### config.mk
export PLATFORM = sky130hd
export DESIGN_NAME = uart_tx_top
export DESIGN_NICKNAME = d
export VERILOG_FILES = /design/src/rtl/uart_tx_pkg.sv /design/src/rtl/tx_hold_buf.sv /design/src/rtl/tx_load_ctrl.sv /design/src/rtl/tx_frame_shifter.sv /design/src/rtl/uart_tx_top.sv
export SDC_FILE = /design/constraint.sdc
export NUM_CORES = 1
export LEC_CHECK = 0
export CAP_MARGIN = 10
export CORE_MARGIN = 4
export CORE_UTILIZATION = 23
export CTS_CLUSTER_DIAMETER = 30
export DETAILED_ROUTE_END_ITERATION = 10
export PLACE_DENSITY_LB_ADDON = 0.25
export RECOVER_POWER = 50
export SKIP_CTS_REPAIR_TIMING = 1
export SYNTH_ARGS = -nofsm -noshare
export SYNTH_HDL_FRONTEND = slang
export SYNTH_SLANG_ARGS = --single-unit
### constraint.sdc
create_clock -name clk_i -period 4.5 [get_ports clk_i]
set_input_delay 0.45 -clock clk_i [delete_from_list [all_inputs] [get_ports clk_i]]
set_output_delay 0.45 -clock clk_i [all_outputs]
set_load 0.02 [all_outputs]
### src/rtl/uart_tx_pkg.sv
package uart_tx_pkg;
  typedef enum logic [1:0] {
    LOAD_NONE  = 2'd0,
    LOAD_DATA  = 2'd1,
    LOAD_BREAK = 2'd2
  } load_e;

  function automatic int unsigned max2(int unsigned a, int unsigned b);
    return (a > b) ? a : b;
  endfunction
endpackage

### src/rtl/tx_hold_buf.sv
module tx_hold_buf #(
  parameter int unsigned DATA_W = 8
) (
  input  logic              clk_i,
  input  logic              rst_ni,
  input  logic              wr_valid_i,
  input  logic [DATA_W-1:0] wr_data_i,
  input  logic              nine_bit_i,
  input  logic              bit9_i,
  input  logic              take_i,
  output logic              full_o,
  output logic [DATA_W-1:0] data_o,
  output logic              nine_o,
  output logic              bit9_o
);
  logic              full_q;
  logic [DATA_W-1:0] data_q;
  logic              nine_q, bit9_q;
  logic              accept;

  assign accept = wr_valid_i && !full_q;

  always_ff @(posedge clk_i or negedge rst_ni) begin
    if (!rst_ni) begin
      full_q <= 1'b0;
      data_q <= '0;
      nine_q <= 1'b0;
      bit9_q <= 1'b0;
    end else begin
      if (accept) begin
        full_q <= 1'b1;
        data_q <= wr_data_i;
        nine_q <= nine_bit_i;
        bit9_q <= bit9_i;
      end else if (take_i) begin
        full_q <= 1'b0;
      end
    end
  end

  assign full_o = full_q;
  assign data_o = data_q;
  assign nine_o = nine_q;
  assign bit9_o = bit9_q;

  // held character survives writes while full
  a_r5_write_full_ignored: assert property (@(posedge clk_i) disable iff (!rst_ni)
    (wr_valid_i && full_q) |=> ($stable(data_o) && $stable(nine_o) && $stable(bit9_o)));

  // a take always frees the register
  a_r4_take_empties: assert property (@(posedge clk_i) disable iff (!rst_ni)
    take_i |=> !full_o);

  a_r4_take_only_full: assert property (@(posedge clk_i) disable iff (!rst_ni)
    take_i |-> full_q);
endmodule

### src/rtl/tx_load_ctrl.sv
module tx_load_ctrl
  import uart_tx_pkg::*;
(
  input  logic  clk_i,
  input  logic  rst_ni,
  input  logic  tx_en_i,
  input  logic  tick_i,
  input  logic  break_req_i,
  input  logic  shift_idle_i,
  input  logic  buf_full_i,
  output load_e load_o,
  output logic  take_o
);
  logic brk_pend_q;
  logic can_load;

  assign can_load = tx_en_i && tick_i && shift_idle_i;

  always_comb begin
    load_o = LOAD_NONE;
    if (can_load) begin
      if (brk_pend_q)      load_o = LOAD_BREAK;
      else if (buf_full_i) load_o = LOAD_DATA;
    end
  end

  assign take_o = (load_o == LOAD_DATA);

  always_ff @(posedge clk_i or negedge rst_ni) begin
    if (!rst_ni)       brk_pend_q <= 1'b0;
    else if (!tx_en_i) brk_pend_q <= 1'b0;
    else               brk_pend_q <= break_req_i || (brk_pend_q && (load_o != LOAD_BREAK));
  end

  // break wins over buffered data
  a_r8_break_first: assert property (@(posedge clk_i) disable iff (!rst_ni)
    (can_load && brk_pend_q) |-> !take_o);

  // nothing loads while disabled
  a_r9_no_load_disabled: assert property (@(posedge clk_i) disable iff (!rst_ni)
    !tx_en_i |-> (load_o == LOAD_NONE));

  a_r4_load_needs_tick: assert property (@(posedge clk_i) disable iff (!rst_ni)
    (load_o != LOAD_NONE) |-> (tick_i && shift_idle_i));
endmodule

### src/rtl/tx_frame_shifter.sv
module tx_frame_shifter
  import uart_tx_pkg::*;
#(
  parameter int unsigned DATA_W    = 8,
  parameter int unsigned BRK_ZEROS = 13
) (
  input  logic              clk_i,
  input  logic              rst_ni,
  input  logic              tx_en_i,
  input  logic              tick_i,
  input  load_e             load_i,
  input  logic [DATA_W-1:0] data_i,
  input  logic              nine_i,
  input  logic              bit9_i,
  output logic              busy_o,
  output logic              txd_o
);
  localparam int unsigned SR_W  = max2(DATA_W + 3, BRK_ZEROS + 1);
  localparam int unsigned CNT_W = $clog2(SR_W);

  logic [SR_W-1:0]  sr_q, frame;
  logic [CNT_W-1:0] cnt_q, last_q, last_d;
  logic             busy_q;

  // frame image: bit 0 leaves first, unused upper bits stay high
  always_comb begin
    frame  = '1;
    last_d = '0;
    if (load_i == LOAD_BREAK) begin
      frame[BRK_ZEROS-1:0] = '0;
      last_d = CNT_W'(BRK_ZEROS);
    end else begin
      frame[0]        = 1'b0;
      frame[DATA_W:1] = data_i;
      if (nine_i) frame[DATA_W+1] = bit9_i;
      last_d = CNT_W'(DATA_W + 1) + CNT_W'(nine_i);
    end
  end

  always_ff @(posedge clk_i or negedge rst_ni) begin
    if (!rst_ni) begin
      busy_q <= 1'b0;
      sr_q   <= '1;
      cnt_q  <= '0;
      last_q <= '0;
    end else if (!tx_en_i) begin
      busy_q <= 1'b0;
      sr_q   <= '1;
      cnt_q  <= '0;
    end else if (load_i != LOAD_NONE) begin
      busy_q <= 1'b1;
      sr_q   <= frame;
      cnt_q  <= '0;
      last_q <= last_d;
    end else if (busy_q && tick_i) begin
      if (cnt_q == last_q) begin
        busy_q <= 1'b0;
        sr_q   <= '1;
      end else begin
        sr_q  <= {1'b1, sr_q[SR_W-1:1]};
        cnt_q <= cnt_q + 1'b1;
      end
    end
  end

  assign busy_o = busy_q;
  assign txd_o  = busy_q ? sr_q[0] : 1'b1;

  // idle line is high
  a_r10_idle_high: assert property (@(posedge clk_i) disable iff (!rst_ni)
    !busy_o |-> txd_o);

  // no bit change without a tick
  a_r10_hold_no_tick: assert property (@(posedge clk_i) disable iff (!rst_ni)
    (!tick_i && tx_en_i) |=> $stable(txd_o));

  // a load starts with a low start bit
  a_r2_start_low: assert property (@(posedge clk_i) disable iff (!rst_ni)
    (tx_en_i && load_i != LOAD_NONE) |=> (busy_o && !txd_o));

  // disable forces idle
  a_r9_disable_idle: assert property (@(posedge clk_i) disable iff (!rst_ni)
    !tx_en_i |=> !busy_o);
endmodule

### src/rtl/uart_tx_top.sv
module uart_tx_top
  import uart_tx_pkg::*;
#(
  parameter int unsigned DATA_W    = 8,
  parameter int unsigned BRK_ZEROS = 13
) (
  input  logic              clk_i,
  input  logic              rst_ni,
  input  logic              tx_en_i,
  input  logic              tick_i,
  input  logic              wr_valid_i,
  input  logic [DATA_W-1:0] wr_data_i,
  input  logic              nine_bit_i,
  input  logic              bit9_i,
  input  logic              break_req_i,
  input  logic              irq_en_i,
  output logic              irq_o,
  output logic              buf_empty_o,
  output logic              shift_empty_o,
  output logic              txd_o
);
  logic              buf_full, take, busy;
  logic [DATA_W-1:0] hold_data;
  logic              hold_nine, hold_bit9;
  load_e             load;

  tx_hold_buf #(.DATA_W(DATA_W)) u_buf (
    .clk_i      (clk_i),
    .rst_ni     (rst_ni),
    .wr_valid_i (wr_valid_i),
    .wr_data_i  (wr_data_i),
    .nine_bit_i (nine_bit_i),
    .bit9_i     (bit9_i),
    .take_i     (take),
    .full_o     (buf_full),
    .data_o     (hold_data),
    .nine_o     (hold_nine),
    .bit9_o     (hold_bit9)
  );

  tx_load_ctrl u_ctrl (
    .clk_i        (clk_i),
    .rst_ni       (rst_ni),
    .tx_en_i      (tx_en_i),
    .tick_i       (tick_i),
    .break_req_i  (break_req_i),
    .shift_idle_i (!busy),
    .buf_full_i   (buf_full),
    .load_o       (load),
    .take_o       (take)
  );

  tx_frame_shifter #(.DATA_W(DATA_W), .BRK_ZEROS(BRK_ZEROS)) u_shift (
    .clk_i   (clk_i),
    .rst_ni  (rst_ni),
    .tx_en_i (tx_en_i),
    .tick_i  (tick_i),
    .load_i  (load),
    .data_i  (hold_data),
    .nine_i  (hold_nine),
    .bit9_i  (hold_bit9),
    .busy_o  (busy),
    .txd_o   (txd_o)
  );

  assign buf_empty_o   = !buf_full;
  assign shift_empty_o = !busy;
  assign irq_o         = irq_en_i && buf_empty_o;

  // a data transfer frees the buffer and starts the shifter together
  a_r4_transfer: assert property (@(posedge clk_i) disable iff (!rst_ni)
    ($rose(buf_empty_o) && tx_en_i) |-> $fell(shift_empty_o));

  // interrupt follows enable and empty flag
  a_r6_irq: assert property (@(posedge clk_i) disable iff (!rst_ni)
    irq_o |-> (irq_en_i && buf_empty_o));
endmodule

---- Yosys cells after proc, flatten, opt, wreduce, memory -nomap -nowiden ----
Index checks and enable logic that the tools add are counted.
operators by class
  $add $sub $neg .......................... 2
  eq/ne operators ......................... 7
  multiplexer cells ....................... 23
  reduce and logical (&&, ||, !) cells .... 14
operators with widths
  cell                                                                      number
  14-bit two-way mux                                                        3
  4-bit two-way mux                                                         5
  13-bit two-way mux                                                        1
  1-bit two-way mux                                                         10
  10-bit two-way mux                                                        1
  1-bit logical AND                                                         6
  3-bit by 1-bit inequality test with 1-bit output (second input constant)  2
  2-bit AND reduction                                                       3
  4-bit by 1-bit adder with 4-bit output (first input constant)             1
  4-bit by 1-bit adder with 4-bit output (second input constant)            1
  4-bit == test                                                             1
  2-bit two-way mux                                                         2
  2-bit nonzero test                                                        2
  3-bit two-way mux                                                         1
  3-bit by 2-bit inequality test with 1-bit output (second input constant)  1
  2-bit by 1-bit == test with 1-bit output (second input constant)          1
  2-bit == test (second input constant)                                     1
  1-bit zero test                                                           2
  2-bit inequality test (second input constant)                             1
  1-bit logical OR                                                          1
word-level totals
  register bits ........................... 35
  input port bits ......................... 17
  output and inout bits ................... 4
  word-level logic and storage cells ...... 55

---- Logic depth before layout (Yosys ltp) ----
Gate-level depths: netlist of run 1.
  word-level depth ........................ 7
  gate-level depth with buffers ........... 6
  mapped depth without buffers ............ 4

---- Hierarchy ----
Synthesis of run 1 repeated with hierarchy kept, for this count alone.
second synthesis, totals
  cell total of the unflattened synthesis .. 150
  area total of the unflattened synthesis .. 1,614.0 um2
by module, submodules not included
  module            instances  cells an instance  area each (um2)  sequential area each (um2)
  tx_frame_shifter  1          114                1,073.5          566.8
  tx_hold_buf       1          25                 454.2            275.3
  tx_load_ctrl      1          8                  72.6             25.0
  uart_tx_top       1          3                  13.8             0.0

---- Worst setup path before layout of run 1 ----
OpenSTA, ideal clock, no wires.
  path type ............................... in2reg
  start ................................... input port tx_en_i
  end ..................................... register u_shift.sr_q[1]
  library setup time ...................... 0.073 ns
  arrival time ............................ 1.395 ns
  data required time ...................... 4.427 ns
  slack ................................... 3.032 ns
  cell stages on the path ................. 6
  buffers on the path ..................... 2
  path through ............................ buf_2 -> nand3b_1 -> nor3_1 -> buf_2 -> a21oi_1 -> a21oi_1
on the way
  longest elaborated chain between the ends .. 7
  elaborated cells on any way between the ends .. 9
RTL lines
  item                             RTL line                source
  start, declared                  uart_tx_top.sv:9        input logic tx_en_i,
  1-bit logical AND (2 in series)  tx_load_ctrl.sv:17      assign can_load = tx_en_i && tick_i && shift_idle_i;
  2-bit two-way mux                tx_load_ctrl.sv:21      if (can_load) begin
  2-bit == test                    tx_frame_shifter.sv:29  if (load_i == LOAD_BREAK) begin
  10-bit two-way mux               tx_frame_shifter.sv:29
  14-bit two-way mux               tx_frame_shifter.sv:50  end else if (load_i != LOAD_NONE) begin
  14-bit two-way mux               tx_frame_shifter.sv:46  end else if (!tx_en_i) begin
  end signal, assigned             tx_frame_shifter.sv:52  sr_q <= frame;
  end signal, assigned             tx_frame_shifter.sv:60  sr_q <= {1'b1, sr_q[SR_W-1:1]};
  end, declared                    tx_frame_shifter.sv:21  logic [SR_W-1:0] sr_q, frame;
Several ways; a longest one is shown, not always the timed one.
A chain may end at the register's enable or synchronous reset.

==> results of run 1 <==
layout make-up:
type | count | area share, %
Tap cell | 96 | 5.96
Timing Repair Buffer | 23 | 10.9
Clock inverter | 2 | 0.620
Sequential cell | 34 | 43.0
Multi-Input combinational cell | 107 | 34.9
Clock buffer | 6 | 4.09
Inverter | 3 | 0.558
placed cells by master (no fill, tap or decap):
cell type and n:
nand2b_1 2, o31ai_1 1, dfrtp_1 21, o21ai_0 18, a31oi_1 1, clkinvlp_4 1
nor2_1 16, or3_1 3, nand4_1 2, nor2b_1 3, xor2_2 4, and3b_1 1
a21o_2 1, mux2i_1 2, o21a_1 1, dlygate4sd3_1 3, clkbuf_8 6, mux2_2 9
buf_4 2, clkinv_2 1, clkbuf_1 1, dfstp_2 13, nand3_1 1, a41oi_1 1
nor4_4 1, inv_1 3, and2_1 2, o41a_2 1, nand2_1 12, o41ai_4 1
nand3b_1 1, xnor2_1 1, nor3_1 1, ha_1 1, a21oi_1 20, clkdlybuf4s50_1 17
power by group through the flow:
stage          Clock (W)  Sequential [W]  Combinational, W
6_report        0.000235        0.000430          0.000169
5_1_grt         0.000259        0.000440          0.000189
4_1_cts         0.000246        0.000431          0.000174
3_5_place_dp           0        0.000436          0.000174
3_3_place_gp           0        0.000436          0.000170
2_1_floorplan          0        0.000423          0.000124
cells by family after synthesis:
group           after synthesis  synth area share, %
compound gates               45                 16.7
simple gates                 45                 14.2
flops                        34                 53.9
mux                          11                 7.55
buf+inv                       9                 2.26
xor+xnor                      5                 4.59
fa+ha+maj                     1                0.778
registers in the layout (all words and copies together) (netlist names):
register	count
u_shift.sr_q	13
u_buf.data_o	8
u_shift.cnt_q	4
u_shift.last_q	4
u_buf.bit9_o	1
u_buf.full_o	1
u_buf.nine_o	1
u_ctrl.brk_pend_q	1
u_shift.busy_o	1
stage by stage:
| stage | instances | total power (W) | worst slack (ns) |
|---|---|---|---|
| final | 271 | 0.000834 | 2.24 |
| after floorplan | 150 | 0.000548 | 3.03 |
| after global routing | 271 | 0.000888 | 1.78 |
| after global placement | 263 | 0.000607 | 2.31 |
| after detailed placement | 263 | 0.000610 | 2.27 |
| after CTS | 271 | 0.000851 | 2.42 |
routing by layer:
metal  up-vias  global-route usage [%]  wire length (um)
li1        570                       -                 -
met1       532                    12.8              1730
met2        18                    12.1              1460
met3         4                    2.95               124
met4         0                    3.02                43
met5         -                       0                 0
path summary, 6_finish.rpt:
kind / start / to / depth (start not counted)
max in group clk_i: irq_en_i / irq_o / 3
min in group asynchronous: rst_ni / u_shift.cnt_q[2] / 2
hold / removal: u_shift.sr_q[0] / u_shift.sr_q[0] / 2
setup / recovery: rst_ni / u_shift.last_q[3] / 2
hold reg to reg: u_shift.sr_q[0] / u_shift.sr_q[0] / 2
setup reg to reg: u_buf.full_o / u_buf.data_o[0] / 2
==> qor.yml, run 1 <==
synth:
  synth_commonest_cells: "dfrtp_1, a21oi_1, o21ai_0, nor2_1, dfstp_2"
  ys_seq_area_share_pct: 53.9
  synth_cell_types: 32
  ys_seq_elements: 34
  synth_area_leaders: "dfrtp_1, dfstp_2, mux2_2"
  synth_top_area_share_pct: 32.7
  synth-main-ff-cell: "dfrtp_1"
  avgSynthCellArea_um2: 10.7
  syn-cell-area_um2: 1610
  async_reset_ff_share_pct: 100
  synth_fp_nets: 168
  ys_warn_count: 0
  synth_edf_count: 0
  yosysMostFrequentCell: "dfrtp_1"
  syn_inst: 150
  synth_area_leader_cell: "dfrtp_1"
worst_setup_path:
  path_class: "input pin to asynchronous set/reset pin"
  start_kind: "input pin"
  critPathMaxFanout: 34
  slowest_delay_ns: 1.31
  slowest_stage: "clkbuf_1"
  cp.required_ns: 4.54
  crit_chain: "dlygate4sd3_1 > clkbuf_1"
  crit_buf_inv: 2
  ff2ff_setup_slack_ns: 2.78
  arrival_ns: 2.30
  worst_path_dominant_cell_family: "buffers and inverters"
  end_kind: "asynchronous set/reset pin"
route:
  postRouteAntennaNets: 0
  drc_errors: 0
  drt_iter0_markers: 52
  vias: 1124
  wirelength_mm: 3.36
  wl_per_cell_um: 12.4
  dr.pass1.iters: 4
  vias_per_cell: 4.15
clock_network:
  htreeDepth: 2
  cts_tree: "done"
  cts_sinks: 34
  clk_latency_ns: 0.28
  numCtsBuffers: 5
  clkSlewWorstSetupHoldPaths_ns: 0.06
  root_buffer: "clkbuf_8"
  clockBufferDepth: 2
finish:
  final_layout_size_suffix_gt1_share_pct: 22.9
  n_antenna_cell: 0
  utilization_pct: 29.7
  area.sequential_um2: 867
  finalNetCount: 192
  area_growth_pct: 25.4
  multi_input_area_um2: 704
  stdcell_area_um2: 2020
  n_fill_cell: 730
power:
  intPower_w: 0.000592
  p_clk_share_pct: 28.2
  powerDensity_nw_per_um2: 413
  combPwrFrac_pct: 20.3
  ir_drop_v: 0.000260
  p_leak_nw: 0.774
  switchingPower_w: 0.000242
  p_sw_share_pct: 29.0
  seqPwrFrac_pct: 51.5
die:
  start_util_pct: 23.7
  placementRows: 30
  fp.coreArea_um2: 6790
  ios: 21
  die_x_um: 91.6
  dieHeight_um: 91.6
  die-area_um2: 8390
run_status:
  violations: "capacitance limit, slew limit"
  status: "finished with violations"
global_routing:
  grt_use_total_pct: 8.83
  antenna_found_initial: 0
  grt_pass1_vias: 1113
  grt_pass1_wl_mm: 5.83
  grt_max_degree: 35
  grt.overflow.total: 0
place:
  dpl-instance-area_um2: 1930
  port_buffers: 20
  gp_congestion: 0.701
  dp_hpwl_mm: 2.37
sta:
  finalCriticalPeriod_ns: 2.26
  fmaxAchievable_ghz: 0.443
  setup_tns_ns: 0
  slew_headroom_pct: -22.2
  finalHoldViolCount: 0
  whs_ns: 0.485
  worstMarginPinSlew_ns: 1.83
  min_period_over_period_pct: 50.2
  setup_viol: 0
  skew_ns: 0.00805
  rsz0062_at_grt: "no"
  drv_slew: 35
min_path:
  hold_path.class: "flop to flop"
job:
  maxCapViolations: 1
Power figures use the tool's default switching activity.
==> inputs of run 2 (changes only) <==
clock period = 2.3 ns   (was 4.5 ns; I/O delays follow)
==> qor.yml, run 2 (same netlist as run 1, synthesis figures left out) <==
run_status:
  status: "finished clean"
worst_setup_path:
  start_kind: "flop"
  arrival_ns: 1.61
  critPathMaxFanout: 5
  ff2ff_setup_slack_ns: 0.58
  timing.rr.start: "u_shift.cnt_q[0]"
  cp.required_ns: 2.07
  slowest_stage: "clkdlybuf4s50_1"
  crit_buf_inv: 2
  crit_chain: "clkbuf_1 > nor2b_1 > clkdlybuf4s50_1"
  end_kind: "output port"
  path_class: "flop to output port"
  slowest_delay_ns: 0.61
  worst_path_dominant_cell_family: "buffers and inverters"
  worstSetupStartpoint: "u_buf.full_o"
global_routing:
  grt_pass1_wl_mm: 6.11
  grt_max_degree: 35
  grt_util_met2_pct: 14.5
  antenna_found_initial: 0
  top_usage_layer: "met2"
  grt.overflow.total: 0
  grt_use_met3_pct: 2.87
  grt_use_total_pct: 9.15
  grt_pass1_vias: 1263
  met1_usage_pct: 12.0
route:
  postRouteAntennaNets: 0
  drc_errors: 0
  wirelength_mm: 3.47
  vias: 1172
  vias_per_cell: 4.28
  drt_iter0_markers: 66
  dr.pass1.iters: 4
  wl_per_cell_um: 12.7
min_path:
  hold_path.class: "flop to flop"
  min_from: "u_shift.sr_q[0]"
sta:
  min_period_over_period_pct: 79.9
  skew_ns: 0.0104
  finalCriticalPeriod_ns: 1.84
  setup_viol: 0
  whs_ns: 0.491
  worstMarginPinSlew_ns: 0.849
  fmaxAchievable_ghz: 0.544
  rsz0062_at_grt: "no"
  setup_tns_ns: 0
  slew_headroom_pct: 43.4
  finalHoldViolCount: 0
  drv_slew: 0
finish:
  area_growth_pct: 25.6
  final_layout_size_suffix_gt1_share_pct: 22.5
  finalNetCount: 195
  stdcell_area_um2: 2020
  largest_reg_flops: 13
  utilization_pct: 29.7
  final_common_cell: "dfrtp_1"
  top_register: "u_shift.sr_q"
  layout.cells.non_filler: 274
  n_antenna_cell: 0
  final_cell_mix: "dfrtp_1, a21oi_1, o21ai_0, clkdlybuf4s50_1, nor2_1"
power:
  p_leak_nw: 0.779
  powerDensity_nw_per_um2: 793
  ir_drop_v: 0.000244
place:
  gp_congestion: 0.682
  dp_hpwl_mm: 2.44
  dpl-instance-area_um2: 1940
  port_buffers: 20
  dp.cells: 265
clock_network:
  htreeDepth: 2
  clk_latency_ns: 0.28
  cts_sinks: 34
  root_buffer: "clkbuf_8"
  numCtsBuffers: 5
  cts_tree: "done"
  clkSlewWorstSetupHoldPaths_ns: 0.06
  clockBufferDepth: 2
die:
  fp.coreArea_um2: 6790
  die_x_um: 91.6
  dieHeight_um: 91.6
  ios: 21
  start_util_pct: 23.7
  placementRows: 30
  die-area_um2: 8390
job:
  maxCapViolations: 0
[run 2: changes by cell type in the layout (fill, tap and decap cells not counted)]
cell,change
buf_2,+1
clkdlybuf4s50_1,+1
clkbuf_2,+1
clkbuf_1,+3
clkbuf_8,-1
buf_4,+1
clkinvlp_4,-1
clkinv_2,-1
dlygate4sd3_1,-1
[run 2: layout make-up]
cell class / instances / area (um^2)
inverter: 3 / 11.3
clock buffer: 8 / 80.1
multi-input combinational: 107 / 704
sequential: 34 / 867
fill: 727 / 4770
timing repair buffer: 26 / 236
tap: 96 / 120
[run 2: worst reg2reg max path, cell delays in order, from the launching register on]
cell and delay (ns):
dfrtp_1 0.46, xor2_2 0.24, o41ai_4 0.59, o21ai_0 0.16, a31oi_1 0.20
[run 2: worst paths after layout]
path	endpoint	cells past startpoint
worst min register to register	u_shift.sr_q[0]	2
worst max-delay path	irq_o	3
worst min-delay path	u_shift.sr_q[0]	2
worst max register to register	u_shift.sr_q[9]	4
min in group asynchronous	u_shift.last_q[0]	2
max in group asynchronous	u_shift.cnt_q[0]	2
[run 2: per-layer routing]
layer,up-vias,routed length [um]
li1,576,-
met1,563,1670
met2,31,1580
met3,2,195
met4,0,19
met5,-,0
[run 2: power breakdown]
part           internal, W  leakage (nW)  total (W)  switching, W
combinational     0.000166         0.349   0.000341      0.000176
sequential        0.000756         0.390   0.000844     0.0000881
clock             0.000215        0.0395   0.000415      0.000200
[run 2: stage by stage]
step / power (W) / setup slack, ns
2_1_floorplan: 0.00107 / 0.842
3_3_place_gp: 0.00120 / 0.311
3_5_place_dp: 0.00120 / 0.217
4_1_cts: 0.00164 / 0.298
5_1_grt: 0.00171 / 0.408
6_report: 0.00160 / 0.463
==> inputs of run 3 (changes only) <==
clock period = 1.5 ns   (was 2.3 ns; I/O delays follow)
==> qor.yml, run 3 (same netlist as run 1, synthesis figures left out) <==
place:
  gp_congestion: 0.715
  dpl-instance-area_um2: 2090
  pre_cts_ws_ns: -0.139
  port_buffers: 20
  dp_hpwl_mm: 2.55
min_path:
  hold_path.class: "input pin to flop"
  min_path_cells: 3
worst_setup_path:
  path_class: "flop to flop"
  cp.required_ns: 1.71
  crit_chain: "xor2_4 > o41ai_4 > buf_4 > o21ai_0 > a21oi_1"
  ff2ff_path_depth: 5
  slowest_delay_ns: 0.45
  worst_path_dominant_cell_family: "compound AO/OA/AOI/OAI gates"
  arrival_ns: 1.78
  slowest_stage: "dfrtp_2"
  cp_num_cells: 5
  crit_buf_inv: 1
  start_kind: "flop"
  end_kind: "flop"
  critPathMaxFanout: 3
die:
  die_x_um: 91.6
  die-area_um2: 8390
  ios: 21
  fp.coreArea_um2: 6790
  placementRows: 30
  dieHeight_um: 91.6
  start_util_pct: 23.7
finish:
  final_common_cell: "buf_4"
  top_register: "u_shift.sr_q"
  n_fill_cell: 700
  area.sequential_um2: 871
  n_antenna_cell: 0
  final_layout_size_suffix_gt1_share_pct: 33.7
  utilization_pct: 32.9
  finalNetCount: 211
  multi_input_area_um2: 752
  stdcell_area_um2: 2240
  largest_reg_flops: 13
  final_cell_mix: "buf_4, a21oi_1, dfrtp_1, nor2_1, clkdlybuf4s50_1"
  area_growth_pct: 39.2
job:
  maxCapViolations: 0
route:
  wirelength_mm: 3.58
  route.met2.wl_mm: 1.59
  vias: 1232
  highest_layer: "met4"
  vias_per_cell: 4.26
  wl_met3_um: 205
  dr.pass1.iters: 4
  drc_errors: 0
  drt-met1-wl_mm: 1.74
  postRouteAntennaNets: 0
  drt_iter0_markers: 35
  wl_per_cell_um: 12.4
power:
  ir_drop_v: 0.000426
  power.total_w: 0.00257
  p_leak_nw: 0.923
  powerDensity_nw_per_um2: 1150
global_routing:
  antenna_found_initial: 0
  grt_pass1_vias: 1258
  grt_pass1_wl_mm: 6.27
  grt_max_degree: 35
  grt_use_total_pct: 9.51
  grt.overflow.total: 0
clock_network:
  htreeDepth: 2
  clkSlewWorstSetupHoldPaths_ns: 0.07
  cts_sinks: 34
  numCtsBuffers: 5
  clockBufferDepth: 2
  root_buffer: "clkbuf_8"
  cts_tree: "done"
  clk_latency_ns: 0.29
sta:
  min_period_over_period_pct: 105
  layout_setup_ws_ns: -0.0684
  drv_slew: 0
  skew_ns: 0.00685
  setup_viol: 12
  whs_ns: 0.422
  worstMarginPinSlew_ns: 0.854
  rsz0062_at_grt: "yes"
  finalCriticalPeriod_ns: 1.57
  slew_headroom_pct: 43.1
  finalHoldViolCount: 0
  fmaxAchievable_ghz: 0.638
run_status:
  status: "finished with violations"
  violations: "setup timing"
## run 3: area by class of cell
type / instances / area share (%)
Clock buffer: 7 / 3.86
Inverter: 3 / 0.503
Multi-Input combinational cell: 107 / 33.6
Sequential cell: 34 / 38.9
Tap cell: 96 / 5.37
Timing Repair Buffer: 42 / 17.8
## run 3: final timing paths
kind / from / end / slack (ns)
worst max-delay path: u_shift.last_q[0] / u_shift.sr_q[7] / -0.07
worst min-delay path: nine_bit_i / u_buf.nine_o / 0.42
worst max register to register: u_shift.last_q[0] / u_shift.sr_q[7] / -0.07
worst min register to register: u_shift.sr_q[0] / u_shift.sr_q[0] / 0.49
max in group asynchronous: rst_ni / u_shift.cnt_q[3] / 0.42
min in group asynchronous: rst_ni / u_shift.cnt_q[2] / 0.50
## run 3: worst min-delay path, stage by stage
cell	delay, ns
clkdlybuf4s50_1	0.40
nand2_1	0.05
o21ai_0	0.06
## run 3: metrics by stage
step           std cells  setup TNS [ns]
2_1_floorplan        150               0
3_3_place_gp         280          -0.656
3_5_place_dp         280          -0.931
4_1_cts              287           -1.36
5_1_grt              289           -1.70
6_report             289          -0.485
## run 3: power breakdown
group	switching, W	internal, W
logic	0.000275	0.000305
registers	0.000147	0.00116
clock network	0.000322	0.000364
total	0.000745	0.00183
## run 3: layer usage
layer | GRT usage (%) | vias to the layer above
met1 | 12.5 | 596
li1 | - | 611
met2 | 14.2 | 18
met4 | 2.64 | 0
met5 | 0 | -
met3 | 4.02 | 7
